==> config.mk <==
export PLATFORM = sky130hd
export DESIGN_NAME = press_window_detector
export DESIGN_NICKNAME = d
export VERILOG_FILES = /design/src/rtl/pwd_pkg.sv /design/src/rtl/pwd_sync.sv /design/src/rtl/pwd_debounce.sv /design/src/rtl/pwd_edge.sv /design/src/rtl/pwd_window_fsm.sv /design/src/rtl/press_window_detector.sv
export SDC_FILE = /design/constraint.sdc
export NUM_CORES = 1
export LEC_CHECK = 0
export BUFFER_PORTS_ARGS = -buffer_cell sky130_fd_sc_hd__buf_2
export CORE_MARGIN = 2
export CORE_UTILIZATION = 70
export CTS_BUF_LIST = sky130_fd_sc_hd__clkbuf_2
export DETAILED_ROUTE_END_ITERATION = 6
export PLACE_DENSITY = 0.88
export SYNTH_ARGS = -nofsm -noshare
export SYNTH_HDL_FRONTEND = slang
export SYNTH_SLANG_ARGS = --single-unit
==> constraint.sdc <==
create_clock -name clk -period 4.27 [get_ports clk]
set_input_delay 0.2135 -clock clk [delete_from_list [all_inputs] [get_ports clk]]
set_output_delay 0.2135 -clock clk [all_outputs]
set_load 0.01 [all_outputs]
==> src/rtl/pwd_pkg.sv <==
package pwd_pkg;

    typedef enum logic [1:0] {
        ST_IDLE  = 2'd0,
        ST_ARMED = 2'd1,
        ST_LIT   = 2'd2
    } win_state_t;

    function automatic int cycles_per_ms(input int hz);
        return hz / 1000;
    endfunction

    function automatic int at_least_one(input int v);
        return (v < 1) ? 1 : v;
    endfunction

endpackage

==> src/rtl/pwd_sync.sv <==
module pwd_sync #(
    parameter int STAGES = 2
) (
    input  logic clk,
    input  logic rst,
    input  logic d,
    output logic q
);
    localparam int DEPTH = (STAGES < 2) ? 2 : STAGES;

    logic [DEPTH-1:0] chain_q;

    always_ff @(posedge clk) begin
        if (rst) begin
            chain_q <= '0;
        end else begin
            chain_q <= {chain_q[DEPTH-2:0], d};
        end
    end

    assign q = chain_q[DEPTH-1];

endmodule

==> src/rtl/pwd_debounce.sv <==
module pwd_debounce #(
    parameter int HOLD = 4
) (
    input  logic clk,
    input  logic rst,
    input  logic din,
    output logic level
);
    localparam int CNT_W = (HOLD < 2) ? 1 : $clog2(HOLD + 1);
    localparam logic [CNT_W-1:0] LAST = CNT_W'(HOLD - 1);

    logic [CNT_W-1:0] run_q;
    logic             level_q;

    always_ff @(posedge clk) begin
        if (rst) begin
            run_q   <= '0;
            level_q <= 1'b0;
        end else if (din == level_q) begin
            run_q <= '0;
        end else if (run_q == LAST) begin
            level_q <= din;
            run_q   <= '0;
        end else begin
            run_q <= run_q + CNT_W'(1);
        end
    end

    assign level = level_q;

    // the accepted level only moves at the end of a full hold run
    a_r2_level_after_hold: assert property (@(posedge clk) disable iff (rst)
        (level_q != $past(level_q)) |-> ($past(run_q) == LAST));

endmodule

==> src/rtl/pwd_edge.sv <==
module pwd_edge (
    input  logic clk,
    input  logic rst,
    input  logic level,
    output logic rise
);
    logic prev_q;

    always_ff @(posedge clk) begin
        if (rst) begin
            prev_q <= 1'b0;
        end else begin
            prev_q <= level;
        end
    end

    assign rise = level & ~prev_q;

    // a held level yields a single pulse
    a_r3_single_pulse: assert property (@(posedge clk) disable iff (rst)
        rise |=> !rise);

endmodule

==> src/rtl/pwd_window_fsm.sv <==
module pwd_window_fsm
    import pwd_pkg::*;
#(
    parameter int WINDOW_CYCLES = 250_000_000,
    parameter int TARGET        = 3
) (
    input  logic clk,
    input  logic rst,
    input  logic press,
    output logic led
);
    localparam int WIN_W = $clog2(WINDOW_CYCLES + 1);
    localparam int CNT_W = (TARGET < 2) ? 1 : $clog2(TARGET + 1);
    localparam logic [WIN_W-1:0] WIN_LIMIT = WIN_W'(WINDOW_CYCLES);
    localparam logic [CNT_W-1:0] CNT_LAST  = CNT_W'(TARGET - 1);

    win_state_t       state_q, state_d;
    logic [WIN_W-1:0] timer_q;
    logic [CNT_W-1:0] count_q;
    logic             led_q;
    logic             at_limit;
    logic             last_press;

    assign at_limit   = (timer_q == WIN_LIMIT);
    assign last_press = (count_q == CNT_LAST);

    // state register
    always_ff @(posedge clk) begin
        if (rst) begin
            state_q <= ST_IDLE;
        end else begin
            state_q <= state_d;
        end
    end

    // transitions: ARM, COUNT, EXPIRE, FIRE, HOLD
    always_comb begin
        state_d = state_q;
        unique case (state_q)
            ST_IDLE: begin
                if (press) begin
                    state_d = (TARGET <= 1) ? ST_LIT : ST_ARMED;
                end
            end
            ST_ARMED: begin
                if (at_limit) begin
                    state_d = ST_IDLE;
                end else if (press && last_press) begin
                    state_d = ST_LIT;
                end
            end
            ST_LIT: begin
                state_d = ST_LIT;
            end
            default: begin
                state_d = ST_IDLE;
            end
        endcase
    end

    // window timer and press counter
    always_ff @(posedge clk) begin
        if (rst) begin
            timer_q <= '0;
            count_q <= '0;
        end else begin
            unique case (state_q)
                ST_IDLE: begin
                    timer_q <= press ? WIN_W'(1) : '0;
                    count_q <= press ? CNT_W'(1) : '0;
                end
                ST_ARMED: begin
                    if (at_limit) begin
                        timer_q <= '0;
                        count_q <= '0;
                    end else begin
                        timer_q <= timer_q + WIN_W'(1);
                        if (press) begin
                            count_q <= count_q + CNT_W'(1);
                        end
                    end
                end
                ST_LIT: begin
                    timer_q <= '0;
                end
                default: begin
                    timer_q <= '0;
                    count_q <= '0;
                end
            endcase
        end
    end

    // output register
    always_ff @(posedge clk) begin
        if (rst) begin
            led_q <= 1'b0;
        end else begin
            led_q <= (state_d == ST_LIT);
        end
    end

    assign led = led_q;

    // timer parked while idle
    a_r4_idle_timer_zero: assert property (@(posedge clk) disable iff (rst)
        (state_q == ST_IDLE) |-> (timer_q == '0));

    // timer never passes the window, and reaching it closes the window
    a_r6_timer_bounded: assert property (@(posedge clk) disable iff (rst)
        (state_q == ST_ARMED) |-> (timer_q <= WIN_LIMIT));

    a_r6_expire_to_idle: assert property (@(posedge clk) disable iff (rst)
        (state_q == ST_ARMED && at_limit) |=> (state_q == ST_IDLE && led_q == 1'b0));

    // the armed state never holds a full count
    a_r5_count_below_target: assert property (@(posedge clk) disable iff (rst)
        (state_q == ST_ARMED) |-> (count_q < CNT_W'(TARGET)));

    // the LED is sticky
    a_r7_led_sticky: assert property (@(posedge clk) disable iff (rst)
        led_q |=> led_q);

endmodule

==> src/rtl/press_window_detector.sv <==
module press_window_detector
    import pwd_pkg::*;
#(
    parameter int CLK_HZ       = 50_000_000,
    parameter int WINDOW_MS    = 5000,
    parameter int DEBOUNCE_US  = 10_000,
    parameter int PRESS_TARGET = 3,
    parameter int SYNC_STAGES  = 2
) (
    input  logic clk,
    input  logic rst,
    input  logic btn_raw,
    output logic led
);
    localparam int WINDOW_CYCLES = at_least_one(cycles_per_ms(CLK_HZ) * WINDOW_MS);
    localparam int DB_CYCLES     = at_least_one(cycles_per_ms(CLK_HZ) * DEBOUNCE_US / 1000);

    logic btn_sync;
    logic btn_level;
    logic btn_rise;

    pwd_sync #(
        .STAGES (SYNC_STAGES)
    ) u_sync (
        .clk (clk),
        .rst (rst),
        .d   (btn_raw),
        .q   (btn_sync)
    );

    pwd_debounce #(
        .HOLD (DB_CYCLES)
    ) u_debounce (
        .clk   (clk),
        .rst   (rst),
        .din   (btn_sync),
        .level (btn_level)
    );

    pwd_edge u_edge (
        .clk   (clk),
        .rst   (rst),
        .level (btn_level),
        .rise  (btn_rise)
    );

    pwd_window_fsm #(
        .WINDOW_CYCLES (WINDOW_CYCLES),
        .TARGET        (PRESS_TARGET)
    ) u_fsm (
        .clk   (clk),
        .rst   (rst),
        .press (btn_rise),
        .led   (led)
    );

    // one cycle after a reset edge the LED is dark
    a_r8_reset_dark: assert property (@(posedge clk)
        $past(rst) |-> (led == 1'b0));

endmodule

==> impl_metrics.py <==
metrics = {
    "critical_path": {
        "path_class": "flop to flop",
        "worstRegToRegCells": 6,
        "worstSetupEndpointType": "flop",
        "critPathLaunchType": "flop",
        "crit_arrival_ns": 2.58,
        "worst_ep_required_time_ns": 4.58,
        "r2r-end": "u_fsm.timer_q[6]$_SDFF_PP0_",
        "worstPathMaxFanout": 26,
        "reg2reg_from": "u_fsm.timer_q[0]$_SDFF_PP0_",
        "reg2reg_setup_slack_ns": 2.00,
    },
    "worst_hold_path": {
        "hold_path_end": "u_sync.chain_q[0]$_SDFF_PP0_",
        "min_from": "btn_raw",
        "hold_class": "input port to flop",
        "hold_depth": 3,
    },
    "cts": {
        "cts_resized": 0,
        "cts_tree": "built",
        "root_buffer": "clkbuf_2",
        "clock-sinks": 56,
        "clock_path_buffers": 2,
        "cts_htree_levels": 2,
        "numCtsBuffers": 5,
        "clkLatencyLatePin_ns": 0.46,
        "clkSlewWorstSetupHoldPaths_ns": 0.27,
    },
    "detailed_routing": {
        "wl_per_cell_um": 14.22,
        "dr.pass1.iters": 4,
        "drc": 0,
        "highest_layer": "met4",
        "wl_met1_um": 2320,
        "dr_wl_met2_um": 2514,
        "ant_nets": 0,
        "drt-total-wl_um": 5119,
        "wl_met3_um": 182,
        "routed_via_density": 6.108,
        "first_iter_violations": 170,
        "vias": 2199,
    },
    "global_routing": {
        "grt_usage_pct": 25.48,
        "grt_max_degree": 27,
        "grt_pass1_vias": 1945,
        "grt_pass1_wl_um": 8562,
        "grt.overflow.total": 0,
        "antenna_found_initial": 0,
    },
    "synthesis": {
        "synthCells": 310,
        "syn_area_um2": 2708,
        "yosys_warnings": 0,
        "synth.most_common_cell": "dfxtp_1",
        "synth_top_family_by_area": "simple AND/OR/NAND/NOR gates",
        "ys_ff_latch": 56,
        "synthMuxAreaShare_pct": 0,
        "ys_types": 44,
        "synth_commonest_cells": "56 x dfxtp_1, 35 x nor2_1, 22 x a21oi_1, 22 x nand2_1, 16 x xor2_1",
        "synthArstFlopShare_pct": 0,
        "synth_top_flop_cell": "dfxtp_1",
        "netlist.top_cell.by_area": "dfxtp_1",
        "synth_fp_nets": 317,
        "synth_xor_area_share_pct": 8.734,
        "synth-compound-area-share_pct": 11.69,
        "netlist_top_cells_area": "dfxtp_1 41%, xor2_1 5.2%, nor2_1 4.9%",
        "ys_seq_area_share_pct": 41.40,
        "synth-adder-area-share_pct": 1.848,
        "synth_edf_count": 0,
        "syn_avg_cell_area_um2": 8.734,
        "synth-simple-area-share_pct": 32.95,
        "synth_top_area_share_pct": 41.40,
    },
    "power": {
        "powerDensity_nw_per_um2": 261.4,
        "total_power_uw": 726.4,
        "p_leak_nw": 0.8183,
        "ir_drop_mv": 0.2404,
    },
    "place": {
        "dpl_cell_area_um2": 2721,
        "port-buffer-count": 3,
        "dp.cells": 351,
        "dpl.hpwl_um": 3707,
        "gp_congestion": 0.8444,
        "dp_slack_ns": 2.029,
    },
    "floorplan": {
        "die_w_um": 66.20,
        "start_util_pct": 73.41,
        "io_pins": 4,
        "core-area_um2": 3689,
        "die-area_um2": 4382,
        "rows": 22,
        "die_h_um": 66.20,
    },
    "layout": {
        "seq_area_um2": 1121,
        "fillers": 270,
        "area_growth_pct": 2.634,
        "finalNonFillerCells": 360,
        "utilization_pct": 75.34,
        "antenna_cells": 0,
        "layout.nets": 319,
        "stdcell_area_um2": 2779,
        "multi_input_area_um2": 1495,
        "layout-drive-gt1-share_pct": 7.372,
    },
    "status": {
        "status": "finished clean",
    },
    "run": {
        "maxCapViolCount": 0,
    },
    "timing": {
        "finalSetupViolCount": 0,
        "worst_pin_slew_ns": 1.010,
        "fmax_mhz": 440.4,
        "fin_hold_ws_ns": 0.4837,
        "fin_ws_ns": 1.999,
        "setup-tns-final_ns": 0,
        "rsz0062_at_grt": "false",
        "fin_skew_ns": 0.03627,
        "min_period_over_period_pct": 53.18,
        "drv_slew": 0,
        "hold_viol": 0,
        "fin_crit_ns": 2.271,
        "slew_headroom_pct": 32.63,
    },
}
area by class of cell:
cell class / instances / share of cell area [%]
clock inverters: 2 / 0.4502
flip-flops and latches: 56 / 40.34
multi-input cells: 236 / 53.80
inverters: 8 / 1.081
clock buffers: 5 / 0.9005
well taps: 48 / 2.161
repair buffers: 5 / 1.261
cells by family after synthesis:
logic type      Yosys count
compound gates           52
xor+xnor                 27
fa+ha+maj                 4
buf+inv                  18
flops                    56
simple gates            153
placed cells by master (no fill, tap or decap), types with 4 or more instances in the layout:
cell and n:
o21ai_0 12, nand2_1 22, ha_1 4, xnor2_1 11
nand4_1 14, o31ai_1 7, nor4_1 5, nor2b_1 4
or4_1 7, inv_1 8, clkbuf_2 5, dfxtp_1 56
nand3_1 14, a21oi_1 22, xor2_1 16, nor4b_1 5
and4_1 6, or3_1 9, nor2_1 35, nor3_1 4
nand2b_1 5, and3_1 5
critical path: stages (launching register included):
cell	delay, ns
dfxtp_1	0.40
inv_1	0.08
ha_1	0.15
nor4b_1	0.25
nand4_1	0.26
o21ai_2	0.87
nor2_1	0.11
registers in the layout, summed over array words and instances, names as in the netlist:
name              flops
u_fsm.state_q         2
u_fsm.timer_q        28
u_edge.prev_q         1
u_fsm.count_q         2
u_sync.chain_q        2
u_debounce.level      1
u_fsm.led             1
u_debounce.run_q     19
what timing repair did:
item                       in CTS  in global routing
hold buffers                    1                  1
hold endpoints to repair        1                  4
buffers inserted                0                  0
setup endpoints to repair       0                  0
worst max-delay path by stage:
stage | start | to | slack, ns | depth (start not counted)
2_1_floorplan | u_fsm.timer_q[0]$_SDFF_PP0_ | u_fsm.timer_q[26]$_SDFF_PP0_ | 2.61 | 6
3_3_place_gp | u_fsm.timer_q[0]$_SDFF_PP0_ | u_fsm.timer_q[11]$_SDFF_PP0_ | 2.13 | 6
3_5_place_dp | u_fsm.timer_q[0]$_SDFF_PP0_ | u_fsm.timer_q[7]$_SDFF_PP0_ | 2.03 | 6
4_1_cts | u_fsm.timer_q[0]$_SDFF_PP0_ | u_fsm.timer_q[6]$_SDFF_PP0_ | 1.99 | 6
5_1_grt | u_fsm.timer_q[0]$_SDFF_PP0_ | u_fsm.timer_q[6]$_SDFF_PP0_ | 1.72 | 6
6_report | u_fsm.timer_q[0]$_SDFF_PP0_ | u_fsm.timer_q[6]$_SDFF_PP0_ | 2.00 | 6
power breakdown:
| group | internal [mW] | total (mW) | switching (mW) |
|---|---|---|---|
| logic | 0.00312 | 0.00705 | 0.00393 |
| clock network | 0.0366 | 0.193 | 0.156 |
| registers | 0.526 | 0.526 | 0.000717 |
routing by layer:
layer	track usage [%]	vias up
li1	-	1137
met1	31.55	1009
met2	42.50	41
met3	6.303	12
met4	9.694	0
met5	0	-
Power figures use the tool's default switching activity.
